$ cat src/rtl/uart_dma_pkg.sv
package uart_dma_pkg;
  typedef enum logic [1:0] {
    TRIG_1  = 2'b00,
    TRIG_4  = 2'b01,
    TRIG_8  = 2'b10,
    TRIG_14 = 2'b11
  } trig_sel_e;

  function automatic int unsigned trig_level(input logic [1:0] sel);
    case (trig_sel_e'(sel))
      TRIG_1:  return 1;
      TRIG_4:  return 4;
      TRIG_8:  return 8;
      default: return 14;
    endcase
  endfunction
endpackage

$ cat src/rtl/uart_sync_fifo.sv
module uart_sync_fifo #(
  parameter int unsigned WIDTH = 8,
  parameter int unsigned DEPTH = 16,
  localparam int unsigned PTR_W = $clog2(DEPTH),
  localparam int unsigned CNT_W = $clog2(DEPTH + 1)
) (
  input  logic             clk_i,
  input  logic             rst_ni,
  input  logic             flush_i,
  input  logic             one_deep_i,
  input  logic             push_i,
  input  logic [WIDTH-1:0] data_i,
  input  logic             pop_i,
  output logic [WIDTH-1:0] data_o,
  output logic [CNT_W-1:0] count_o
);
  logic [WIDTH-1:0] mem_q [DEPTH];
  logic [PTR_W-1:0] wr_ptr_q, rd_ptr_q;
  logic [CNT_W-1:0] count_q;
  logic full, empty, push_ok, pop_ok;

  function automatic logic [PTR_W-1:0] ptr_inc(input logic [PTR_W-1:0] p);
    return (p == PTR_W'(DEPTH - 1)) ? '0 : p + 1'b1;
  endfunction

  assign full    = one_deep_i ? (count_q != '0) : (count_q == CNT_W'(DEPTH));
  assign empty   = (count_q == '0);
  assign push_ok = push_i && !full && !flush_i;
  assign pop_ok  = pop_i && !empty && !flush_i;

  always_ff @(posedge clk_i) begin
    if (push_ok) mem_q[wr_ptr_q] <= data_i;
  end

  always_ff @(posedge clk_i or negedge rst_ni) begin
    if (!rst_ni) begin
      wr_ptr_q <= '0;
      rd_ptr_q <= '0;
      count_q  <= '0;
    end else if (flush_i) begin
      wr_ptr_q <= '0;
      rd_ptr_q <= '0;
      count_q  <= '0;
    end else begin
      if (push_ok) wr_ptr_q <= ptr_inc(wr_ptr_q);
      if (pop_ok)  rd_ptr_q <= ptr_inc(rd_ptr_q);
      case ({push_ok, pop_ok})
        2'b10:   count_q <= count_q + 1'b1;
        2'b01:   count_q <= count_q - 1'b1;
        default: count_q <= count_q;
      endcase
    end
  end

  assign data_o  = mem_q[rd_ptr_q];
  assign count_o = count_q;
endmodule

$ cat src/rtl/uart_rdy_logic.sv
module uart_rdy_logic
  import uart_dma_pkg::*;
#(
  parameter int unsigned DEPTH = 16,
  localparam int unsigned CNT_W = $clog2(DEPTH + 1)
) (
  input  logic             block_i,
  input  logic [1:0]       trig_sel_i,
  input  logic             rx_timeout_i,
  input  logic [CNT_W-1:0] tx_count_i,
  input  logic [CNT_W-1:0] rx_count_i,
  output logic             tx_rdy_no,
  output logic             rx_rdy_no
);
  logic [CNT_W-1:0] trig;
  logic rx_any, rx_low, tx_low;

  assign trig   = CNT_W'(trig_level(trig_sel_i));
  assign rx_any = (rx_count_i != '0);

  always_comb begin
    if (block_i) begin
      rx_low = (rx_count_i >= trig) || (rx_timeout_i && rx_any);
      tx_low = (tx_count_i != CNT_W'(DEPTH));
    end else begin
      rx_low = rx_any;
      tx_low = (tx_count_i == '0);
    end
  end

  assign tx_rdy_no = !tx_low;
  assign rx_rdy_no = !rx_low;
endmodule

$ cat src/rtl/uart_dma_ready.sv
module uart_dma_ready #(
  parameter int unsigned WIDTH = 8,
  parameter int unsigned DEPTH = 16,
  localparam int unsigned CNT_W = $clog2(DEPTH + 1)
) (
  input  logic             clk_i,
  input  logic             rst_ni,
  input  logic             fifo_en_i,
  input  logic             dma_mode_i,
  input  logic [1:0]       rx_trig_sel_i,
  input  logic             rx_timeout_i,
  input  logic             tx_push_i,
  input  logic [WIDTH-1:0] tx_data_i,
  input  logic             tx_pop_i,
  output logic [WIDTH-1:0] tx_data_o,
  input  logic             rx_push_i,
  input  logic [WIDTH-1:0] rx_data_i,
  input  logic             rx_pop_i,
  output logic [WIDTH-1:0] rx_data_o,
  output logic             tx_rdy_no,
  output logic             rx_rdy_no,
  output logic [CNT_W-1:0] tx_count_o,
  output logic [CNT_W-1:0] rx_count_o
);
  logic en_q, flush, block;

  always_ff @(posedge clk_i or negedge rst_ni) begin
    if (!rst_ni) en_q <= 1'b0;
    else         en_q <= fifo_en_i;
  end

  assign flush = (en_q != fifo_en_i);
  assign block = fifo_en_i && dma_mode_i;

  uart_sync_fifo #(.WIDTH(WIDTH), .DEPTH(DEPTH)) u_tx_fifo (
    .clk_i, .rst_ni, .flush_i(flush), .one_deep_i(!fifo_en_i),
    .push_i(tx_push_i), .data_i(tx_data_i), .pop_i(tx_pop_i),
    .data_o(tx_data_o), .count_o(tx_count_o)
  );

  uart_sync_fifo #(.WIDTH(WIDTH), .DEPTH(DEPTH)) u_rx_fifo (
    .clk_i, .rst_ni, .flush_i(flush), .one_deep_i(!fifo_en_i),
    .push_i(rx_push_i), .data_i(rx_data_i), .pop_i(rx_pop_i),
    .data_o(rx_data_o), .count_o(rx_count_o)
  );

  uart_rdy_logic #(.DEPTH(DEPTH)) u_rdy (
    .block_i(block), .trig_sel_i(rx_trig_sel_i), .rx_timeout_i,
    .tx_count_i(tx_count_o), .rx_count_i(rx_count_o),
    .tx_rdy_no, .rx_rdy_no
  );
endmodule

$ cat config.mk
export PLATFORM = sky130hd
export DESIGN_NAME = uart_dma_ready
export DESIGN_NICKNAME = d
export VERILOG_FILES = /design/src/rtl/uart_dma_pkg.sv /design/src/rtl/uart_sync_fifo.sv /design/src/rtl/uart_rdy_logic.sv /design/src/rtl/uart_dma_ready.sv
export SDC_FILE = /design/constraint.sdc
export NUM_CORES = 1
export LEC_CHECK = 0
export ABC_AREA = 0
export BUFFER_PORTS_ARGS = -buffer_cell sky130_fd_sc_hd__buf_2
export CAP_MARGIN = 30
export CORE_UTILIZATION = 60
export DETAILED_ROUTE_END_ITERATION = 8
export PLACE_DENSITY = 0.78
export SYNTH_ARGS = -nofsm -noshare
export SYNTH_HDL_FRONTEND = slang
export SYNTH_SLANG_ARGS = --single-unit
export TNS_END_PERCENT = 50
$ cat constraint.sdc
create_clock -name clk_i -period 6.84 [get_ports clk_i]
set_input_delay 1.368 -clock clk_i [delete_from_list [all_inputs] [get_ports clk_i]]
set_output_delay 1.368 -clock clk_i [all_outputs]
set_load 0.02 [all_outputs]
======== Yosys cells after proc, flatten, opt, wreduce, memory -nomap -nowiden ========
Memory sizes are Yosys's and may differ from the RTL's.
Index checks and enable logic that the tools add are counted.
W data, S select, Z words.
word-level totals
  RAM bits ................................ 256
  register bits ........................... 27
  output and inout port bits .............. 28
  memories kept ........................... 2
cells by class
  eq/ne operators ......................... 14
  reduce and logical (&&, ||, !) cells .... 29
  add/subtract/negate cells ............... 8
  multiplexer cells ....................... 25
  $lt $le $gt $ge ......................... 1
memory list
  name             depth  bits a word  read ports  clocked after memory_dff  wr ports  RTL line              RTL
  u_rx_fifo.mem_q  16     8            1           0                         1         uart_sync_fifo.sv:17  logic [WIDTH-1:0] mem_q [DEPTH];
  u_tx_fifo.mem_q  16     8            1           0                         1         uart_sync_fifo.sv:17
operators with widths
  cell                   count
  $mux W4                12
  $pmux W5 S2            2
  $add A4 B1 Y4 const B  4
  $eq A4 B4 Y1 const B   4
  $pmux W4 S3            1
  $add A5 B1 Y5 const B  2
  $eq A5 B5 Y1 const B   2
  $logic_and A1 B1 Y1    10
  $logic_not A5 Y1       2
  $mux W5                2
  $reduce_bool A5 Y1     2
  $sub A5 B1 Y5 const B  2
  $mux W1                8
  $reduce_bool A2 Y1     4
  $logic_not A1 Y1       7
  $eq A2 B1 Y1 const B   3
  $eq A2 B2 Y1 const B   3
  $reduce_bool A3 Y1     2
  $ge A5 B4 Y1           1
  $ne A5 B5 Y1 const B   1
  $logic_not A2 Y1       1
  $logic_or A1 B1 Y1     1
  $ne A1 B1 Y1           1

======== Logic depth before layout (Yosys ltp) ========
Gate-level depths: netlist (run 1).
  word-level depth ........................ 8
  gate-level depth with buffers ........... 11
  mapped depth without buffers ............ 9

======== By module ========
Synthesis (run 1) repeated with hierarchy kept, for this count alone.
unflattened totals
  cell total of the unflattened synthesis .. 715
  area, all modules ....................... 11987.7 um2
modules (own cells, without submodules)
  module                       times used  seq. area each (um2)  cells an instance  area each (um2)
  uart_sync_fifo at u_rx_fifo  1           4169.0                344                5924.4
  uart_sync_fifo at u_tx_fifo  1           4169.0                346                5871.9
  uart_rdy_logic               1           0.0                   21                 146.4
  uart_dma_ready               1           25.0                  4                  45.0

======== Worst setup path after synthesis (run 1) ========
Ideal clock, no wire load.
  path kind ............................... input to output
  from .................................... input port rx_trig_sel_i[0]
  to ...................................... output port rx_rdy_no
  stages .................................. 7
  setup slack ............................. 2893 ps
  arrival time ............................ 2579 ps
  buffers on the path ..................... 0
  cell sequence ........................... nor2_1 ha_1 nand2b_1 a21o_1 a21o_1 a211oi_1 o21a_1
on the way
  word-level cells in the longest chain between the ends .. 6
  elaborated cells between the ends (all ways) .. 8
  those cells by class .................... 1 x order compare; 2 x eq/ne; 2 x mux; 3 x reduce/logical
RTL lines
  what                                        RTL line              RTL
  start: declaration                          uart_dma_ready.sv:10  input logic [1:0] rx_trig_sel_i,
  $eq A2 B2 Y1, or another cell as far along  uart_dma_pkg.sv:10    case (trig_sel_e'(sel))
  $pmux W4 S3 *                               uart_dma_pkg.sv:10
  $ge A5 B4 Y1 *                              uart_rdy_logic.sv:23  rx_low = (rx_count_i >= trig) || (rx_timeout_i && rx_any);
  $logic_or A1 B1 Y1 *                        uart_rdy_logic.sv:23
  $mux W1 *                                   uart_rdy_logic.sv:22  if (block_i) begin
  $logic_not A1 Y1 *                          uart_rdy_logic.sv:32  assign rx_rdy_no = !rx_low;
  end: declaration                            uart_dma_ready.sv:21  output logic rx_rdy_no,
Mark *: on every way between the ends. The rest lies on a longest branch, timed or not.

======== Worst setup path after layout (run 1) ========
  from .................................... register u_rx_fifo.rd_ptr_q[2]
  to ...................................... output port rx_data_o[0]
on the way
  word-level cells in the longest chain between the ends .. 1
RTL lines
  what                      RTL line              RTL
  start: declaration        uart_sync_fifo.sv:18  logic [PTR_W-1:0] wr_ptr_q, rd_ptr_q;
  start signal: assignment  uart_sync_fifo.sv:46  if (pop_ok) rd_ptr_q <= ptr_inc(rd_ptr_q);
  $mem_v2 Z16 W8            n/a
  end: declaration          uart_dma_ready.sv:19  output logic [WIDTH-1:0] rx_data_o,
No other way between the ends.

==> results.md, run 1 <==
- Post-Syn Instances: 670
- Root Driver: clkbuf_16
- Max-slew violations: 0
- Post-synthesis adder-cell area fraction: 0.0189
- Dpl ws: 2630 ps
- Register area share after synthesis: 0.701
- Number of synthesized flops with an enable pin: 256
- Pwr per Cell Area: 337 nW/um^2
- Peak Freq: 223 MHz
- Post-synthesis xor/xnor area fraction: 0.00808
- Hold Buf Count CTS: 0
- CTS Buffer Depth: 3
- CTS resizes: 0
- Non-filler cells, final: 1010
- Row count: 51
- Number of cells on the worst reg-to-reg path: 9
- DIE HEIGHT: 143 um
- Initial antenna violation count: 1
- Initial DRC count: 613
- DRC: 0
- Worst setup startpoint: u_rx_fifo.rd_ptr_q[2]
- Syn_area_per_cell: 17.8 sq um
- Fin Clk Skew: 6.76 ps
- GP Congestion: 0.809
- Setup TNS: 0 ps
- Worst-Margin Slew: 876 ps
- Crit-path slowest cell: dfrtp_1
- RSZ-0062 raised after global routing: false
- Fraction of layout cells with a size suffix above 1: 0.238
- Worst Setup Start Kind: flop
- WP data required: 5470 ps
- Capture point of the worst path: rx_data_o[0]
- Worst Path Max Fanout: 22
- DIE AREA: 20400 sq um
- Mux cell area share after synthesis: 0.135
- Headroom to the max-slew limit: 0.416
- Mapped Area: 11900 sq um
- CTS tree: built
- Final WS setup: 2360 ps
- DR vias/cell: 6.35
- Area of placed instances: 12500 sq um
- First drt pass iteration count: 5
- Peak supply drop: 0.197 mV
- Worst Path Arrival: 3110 ps
- Hpwl dp: 15.1 mm
- Total track usage: 0.247
- Reg2Reg Capture Point: u_rx_fifo.count_o[4]
- CTS sink count: 283
- Clock latency on the worst-skew pair: 520 ps
- Synth warnings: 0
- Compound-cell area share of the yosys netlist: 0.0556
- Status: complete, no violations
- Final setup violation count: 0
- Post-Syn Nets: 715
- Final Critical Period: 4480 ps
- Pin count of the biggest net entering global routing: 38
- Ys async rst share: 0.0954
- Final net count: 771
- Hold Path Class: flop to flop
- Buffers on Ports: 54
- Final instance area: 13300 sq um
- Total gr overflow: 0
- Post-synthesis simple-gate area fraction: 0.0652
- Main combinational cell family by area after synthesis: multiplexers
- First-pass GRT wire length: 36.9 mm
- Htree depth: 1
- Dpl cells: 962
- Total setup buffers inserted after CTS: 0
- Wire per inst: 23.6 um
- Antenna viol nets, final: 0
- Core Region: 19500 sq um
- Num CTS Buffers: 27
- Worst r2r src: u_rx_fifo.count_o[1]
- Min Hold Slack: 525 ps
- DR vias: 6414
- Predominant post-synthesis flop cell: edfxtp_1
- Fin. Hold Viols: 0
- Post-route clock period utilization: 0.654
- Synthesized flop and latch total: 283
- Die Width: 143 um
- Worst path max stage delay: 910 ps
- Initial core utilization: 0.613
- Cells along the critical path: nand2b_1 -> a211oi_1 -> a311oi_1 -> a21o_1 -> a221o_1 -> buf_2
- WL final: 23.9 mm
- P_leak: 4.37 nW
- Synth unique cells: 54
- Layout area overhead: 11.3%
- WS Path Type: flop to output pin
- Critical path capture point type: output pin
- # IOs: 55
- R2R setup slack: 3610 ps
- Clock-pin slew on the worst setup and hold paths: 60 ps
- Max_cap viols: 0
- Vias in the first global route: 6530
[cell type report]
type | instances | area (sq um)
multi-input cells | 339 | 3400
flip-flops and latches | 283 | 8370
repair buffers | 64 | 345
clock inverters | 13 | 88.8
well taps | 265 | 332
diodes | 1 | 2.50
fillers | 1249 | 6190
inverters | 11 | 41.3
clock buffers | 34 | 702
[registers in the layout (all words and copies together), names as in the netlist]
signal              flops
u_tx_fifo.mem_q       128
u_tx_fifo.count_o       5
u_rx_fifo.count_o       5
en_q                    1
u_tx_fifo.wr_ptr_q      4
u_rx_fifo.wr_ptr_q      4
u_tx_fifo.rd_ptr_q      4
u_rx_fifo.rd_ptr_q      4
u_rx_fifo.mem_q       128
[synthesized netlist by cell type, types with 5 or more instances]
| library cell | number | area [sq um] |
|---|---|---|
| nor4_1 | 5 | 31.3 |
| a21o_1 | 9 | 67.6 |
| nand2b_1 | 5 | 31.3 |
| mux2i_1 | 14 | 140 |
| mux4_2 | 64 | 1440 |
| xor2_1 | 7 | 61.3 |
| dfrtp_1 | 27 | 676 |
| o21ai_0 | 13 | 65.1 |
| nand3_1 | 8 | 40.0 |
| and2_1 | 28 | 175 |
| a21oi_1 | 20 | 100 |
| a221o_1 | 8 | 80.1 |
| nor2b_1 | 15 | 93.8 |
| inv_1 | 11 | 41.3 |
| a311oi_1 | 9 | 78.8 |
| nand2_1 | 27 | 101 |
| or4_1 | 6 | 45.0 |
| clkbuf_1 | 28 | 105 |
| a211oi_1 | 8 | 60.1 |
| nor2_1 | 19 | 71.3 |
| nor4b_1 | 6 | 52.6 |
| ha_1 | 18 | 225 |
| edfxtp_1 | 256 | 7690 |
[cells by family after synthesis]
| family | Yosys count |
|---|---|
| AOI/OAI and AO/OA | 93 |
| adders and majority gates | 18 |
| DFF | 283 |
| buffers and inverters | 48 |
| and+or+nand+nor | 137 |
| muxes | 80 |
| xor gates and xnor gates | 11 |
[how the worst min path moves through the flow]
stage | startpoint | endpoint | slack, ps | cells after the start
6_report | u_tx_fifo.rd_ptr_q[1] | u_tx_fifo.rd_ptr_q[1] | 520 | 2
5_1_grt | u_tx_fifo.rd_ptr_q[1] | u_tx_fifo.rd_ptr_q[1] | 550 | 2
4_1_cts | u_tx_fifo.rd_ptr_q[1] | u_tx_fifo.rd_ptr_q[1] | 530 | 2
3_5_place_dp | u_tx_fifo.rd_ptr_q[1] | u_tx_fifo.rd_ptr_q[1] | 520 | 2
3_3_place_gp | u_tx_fifo.rd_ptr_q[1] | u_tx_fifo.rd_ptr_q[1] | 510 | 2
2_1_floorplan | u_tx_fifo.rd_ptr_q[3] | u_tx_fifo.rd_ptr_q[3] | 500 | 2
[critical path: cells and delay by family (launching register included)]
| kind | cells | cell delay [ps] |
|---|---|---|
| simple gates | 1 | 420 |
| flops | 1 | 910 |
| compound gates | 4 | 1070 |
| buf+inv | 1 | 180 |
[cell usage in the layout (no fill, tap or decap), types with 11 or more instances in the layout]
cell       synthesis  routed
edfxtp_1         256     256
mux4_2            64      64
buf_2              4      54
and2_1            28      28
nand2_1           27      27
clkbuf_16          0      27
dfrtp_1           27      25
a21oi_1           20      20
nor2_1            19      19
ha_1              18      18
nor2b_1           15      15
mux2i_1           14      14
o21ai_0           13      13
inv_1             11      11
[power breakdown]
| group | internal (mW) | switching (mW) |
|---|---|---|
| Combinational | 0.485 | 0.582 |
| Sequential | 1.96 | 0.100 |
| Clock | 0.759 | 0.586 |
| Total | 3.20 | 1.27 |
[stage by stage]
stage / total power, mW / utilization
6_report: 4.47 / 0.682
3_3_place_gp: 3.11 / 0.641
3_5_place_dp: 3.16 / 0.641
5_1_grt: 4.66 / 0.682
4_1_cts: 4.50 / 0.682
2_1_floorplan: 2.88 / -
[per-layer routing]
| metal | GRT usage | wire length (um) | vias up |
|---|---|---|---|
| met5 | 0 | 0 | - |
| met4 | 0.0838 | 675 | 0 |
| met1 | 0.331 | 9560 | 3280 |
| met2 | 0.413 | 12000 | 268 |
| met3 | 0.0423 | 1590 | 55 |
| li1 | - | - | 2811 |
Note: power is estimated with default switching activity, not from simulation.
==> inputs of run 2 (changes only) <==
ABC_AREA = 1   (was 0)
clock period = 4.3 ns   (was 6.84 ns; I/O delays follow)
==> results.md, run 2 <==
- Status: complete, no violations
- Predominant post-synthesis flop cell: edfxtp_1
- Reg2Reg Capture Point: u_rx_fifo.mem_q[0][0]
- Peak supply drop: 0.343 mV
- CTS Buffer Depth: 3
- Final net count: 1056
- CTS resizes: 0
- Peak Freq: 280 MHz
- Util after Layout: 0.680
- P_leak: 4.74 nW
- Net Sw Frac: 0.329
- Synth top area share: 0.647
- Worst Setup Start Kind: flop
- WP data required: 3440 ps
- Total track usage: 0.261
- Critical path capture point type: output pin
- DR vias/cell: 6.13
- Crit-path slowest cell: dfrtp_2
- Hold Path Class: input port to async pin
- GP Congestion: 0.946
- Fill count: 1345
- Worst Path Max Fanout: 48
- # IOs: 55
- Hpwl dp: 16.5 mm
- Buffers on Ports: 54
- Total gr overflow: 0
- Synth cell count leaders: edfxtp_1 (256), nand2_1 (142), nor2_1 (117)
- Commonest non-fill, non-tap cell in the layout: edfxtp_1
- Worst Path Arrival: 2710 ps
- Max-slew violations: 0
- Synthesized flop and latch total: 283
- Pwr per Cell Area: 560 nW/um^2
- Core Region: 19500 sq um
- Initial core utilization: 0.610
- Synth warnings: 0
- Clock latency on the worst-skew pair: 520 ps
- WS Path Type: flop to output pin
- Synth area leader: edfxtp_1
- Antenna viol nets, final: 0
- Fraction of layout cells with a size suffix above 1: 0.119
- Worst-Margin Slew: 947 ps
- Layout area overhead: 11.5%
- Hold Buf Count CTS: 0
- First drt pass iteration count: 6
- Synth unique cells: 32
- Row count: 51
- Worst setup startpoint: u_tx_fifo.rd_ptr_q[0]
- Worst path max stage delay: 660 ps
- DRC: 0
- Root Driver: clkbuf_16
- Biggest regs: u_rx_fifo.mem_q: 128 flops, u_tx_fifo.mem_q: 128 flops
- Pin count of the biggest net entering global routing: 66
- Worst r2r src: u_rx_fifo.count_o[1]
- Post-Syn Instances: 959
- NetSw: 2.44 mW
- Diode count: 0
- Initial DRC count: 970
- Comb power frac: 0.258
- Register area share after synthesis: 0.704
- CTS tree: built
- Num CTS Buffers: 27
- Clock Power Share: 0.299
- Final setup violation count: 0
- WL final: 25.9 mm
- Htree depth: 1
- Dominant cells by area after synthesis: edfxtp_1 (65%), dfrtp_1 (5.7%), nand2_1 (4.5%), o21ai_0 (4.1%), nor2_1 (3.7%)
- DIE AREA: 20400 sq um
- RSZ-0062 raised after global routing: false
- Headroom to the max-slew limit: 0.366
- Initial antenna violation count: 1
- Post-Syn Nets: 1004
- Mapped Area: 11900 sq um
- Number of cells on the worst reg-to-reg path: 7
- Fin. Hold Viols: 0
- Count leader, synth: edfxtp_1
- Clock-pin slew on the worst setup and hold paths: 60 ps
- Capture point of the worst path: tx_data_o[4]
- Flop pwr share: 0.442
- R2R setup slack: 1580 ps
- Total setup buffers inserted after CTS: 0
- Syn_area_per_cell: 12.4 sq um
- Wire per inst: 19.9 um
- First-pass GRT wire length: 40.4 mm
- Die Width: 143 um
- Fin Clk Skew: 5.75 ps
- Number of synthesized flops with an enable pin: 256
- CTS sink count: 283
- Most frequent cells in the layout: edfxtp_1 (256), nand2_1 (142), nor2_1 (117), o21ai_0 (97), nand3_1 (55)
- Cell Int Power: 4.98 mW
- Post-route clock period utilization: 0.830
- Max_cap viols: 0
- Cells along the critical path: buf_4 -> o21ai_0 -> o221ai_1 -> nand3_1 -> nand2_1 -> buf_2
- Final Critical Period: 3570 ps
- Setup TNS: 0 ps
- Ys async rst share: 0.0954
- DR vias: 7947
- DIE HEIGHT: 143 um
- Vias in the first global route: 7395
run 2: logic make-up (layout without fill, tap and decap cells):
| kind of cell | count (synthesis) | in the layout | share of synthesized area |
|---|---|---|---|
| and+or+nand+nor | 340 | 340 | 0.120 |
| DFF | 283 | 283 | 0.704 |
| AOI/OAI and AO/OA | 193 | 193 | 0.100 |
| buffers and inverters | 94 | 166 | 0.0309 |
| muxes | 26 | 26 | 0.0219 |
| adders and majority gates | 18 | 18 | 0.0190 |
| xor gates and xnor gates | 5 | 5 | 0.00432 |
run 2: final cells by class:
type                            instances  area [sq um]  area share
Inverter                               48           180      0.0136
Clock inverter                         16           126     0.00954
Clock buffer                           33           698      0.0527
Timing Repair Buffer                   69           383      0.0289
Tap cell                              265           332      0.0250
Sequential cell                       283          8370       0.632
Multi-Input combinational cell        582          3160       0.238
run 2: power groups by stage:
stage | clock (mW) | sequential [mW] | combinational [mW]
after global placement | 0 | 3.33 | 1.84
after global routing | 2.33 | 3.30 | 2.12
after CTS | 2.24 | 3.28 | 1.91
after floorplan | 0 | 3.29 | 1.35
final | 2.22 | 3.28 | 1.92
after detailed placement | 0 | 3.33 | 1.89
run 2: worst max-delay path, delay by kind of cell, from the launching register on:
family	cells	cell delay, ps
AOI/OAI and AO/OA	2	530
buffers and inverters	2	750
DFF	1	660
and+or+nand+nor	2	230
run 2: how the worst min path moves through the flow:
stage                                end            startpoint
CTS                 u_tx_fifo.count_o[0]                rst_ni
finish              u_tx_fifo.count_o[0]                rst_ni
global route        u_tx_fifo.count_o[0]                rst_ni
global placement    u_tx_fifo.count_o[4]  u_tx_fifo.count_o[4]
floorplan                           en_q                rst_ni
detailed placement  u_tx_fifo.count_o[4]  u_tx_fifo.count_o[4]
run 2: through the flow:
stage	setup slack, ps	std cells	total power, mW	hold WS (ps)	cell area, sq um
floorplan	1400	959	4.64	558	11900
global placement	1390	1247	5.17	491	12400
detailed placement	1310	1247	5.22	507	12400
CTS	723	1296	7.42	363	13200
global route	547	1296	7.75	403	13200
finish	733	1296	7.42	362	13200
run 2: metal layers:
metal	track usage	wire, um
met1	0.389	11100
met2	0.405	11900
met3	0.0419	2330
met4	0.0685	544
met5	0	10
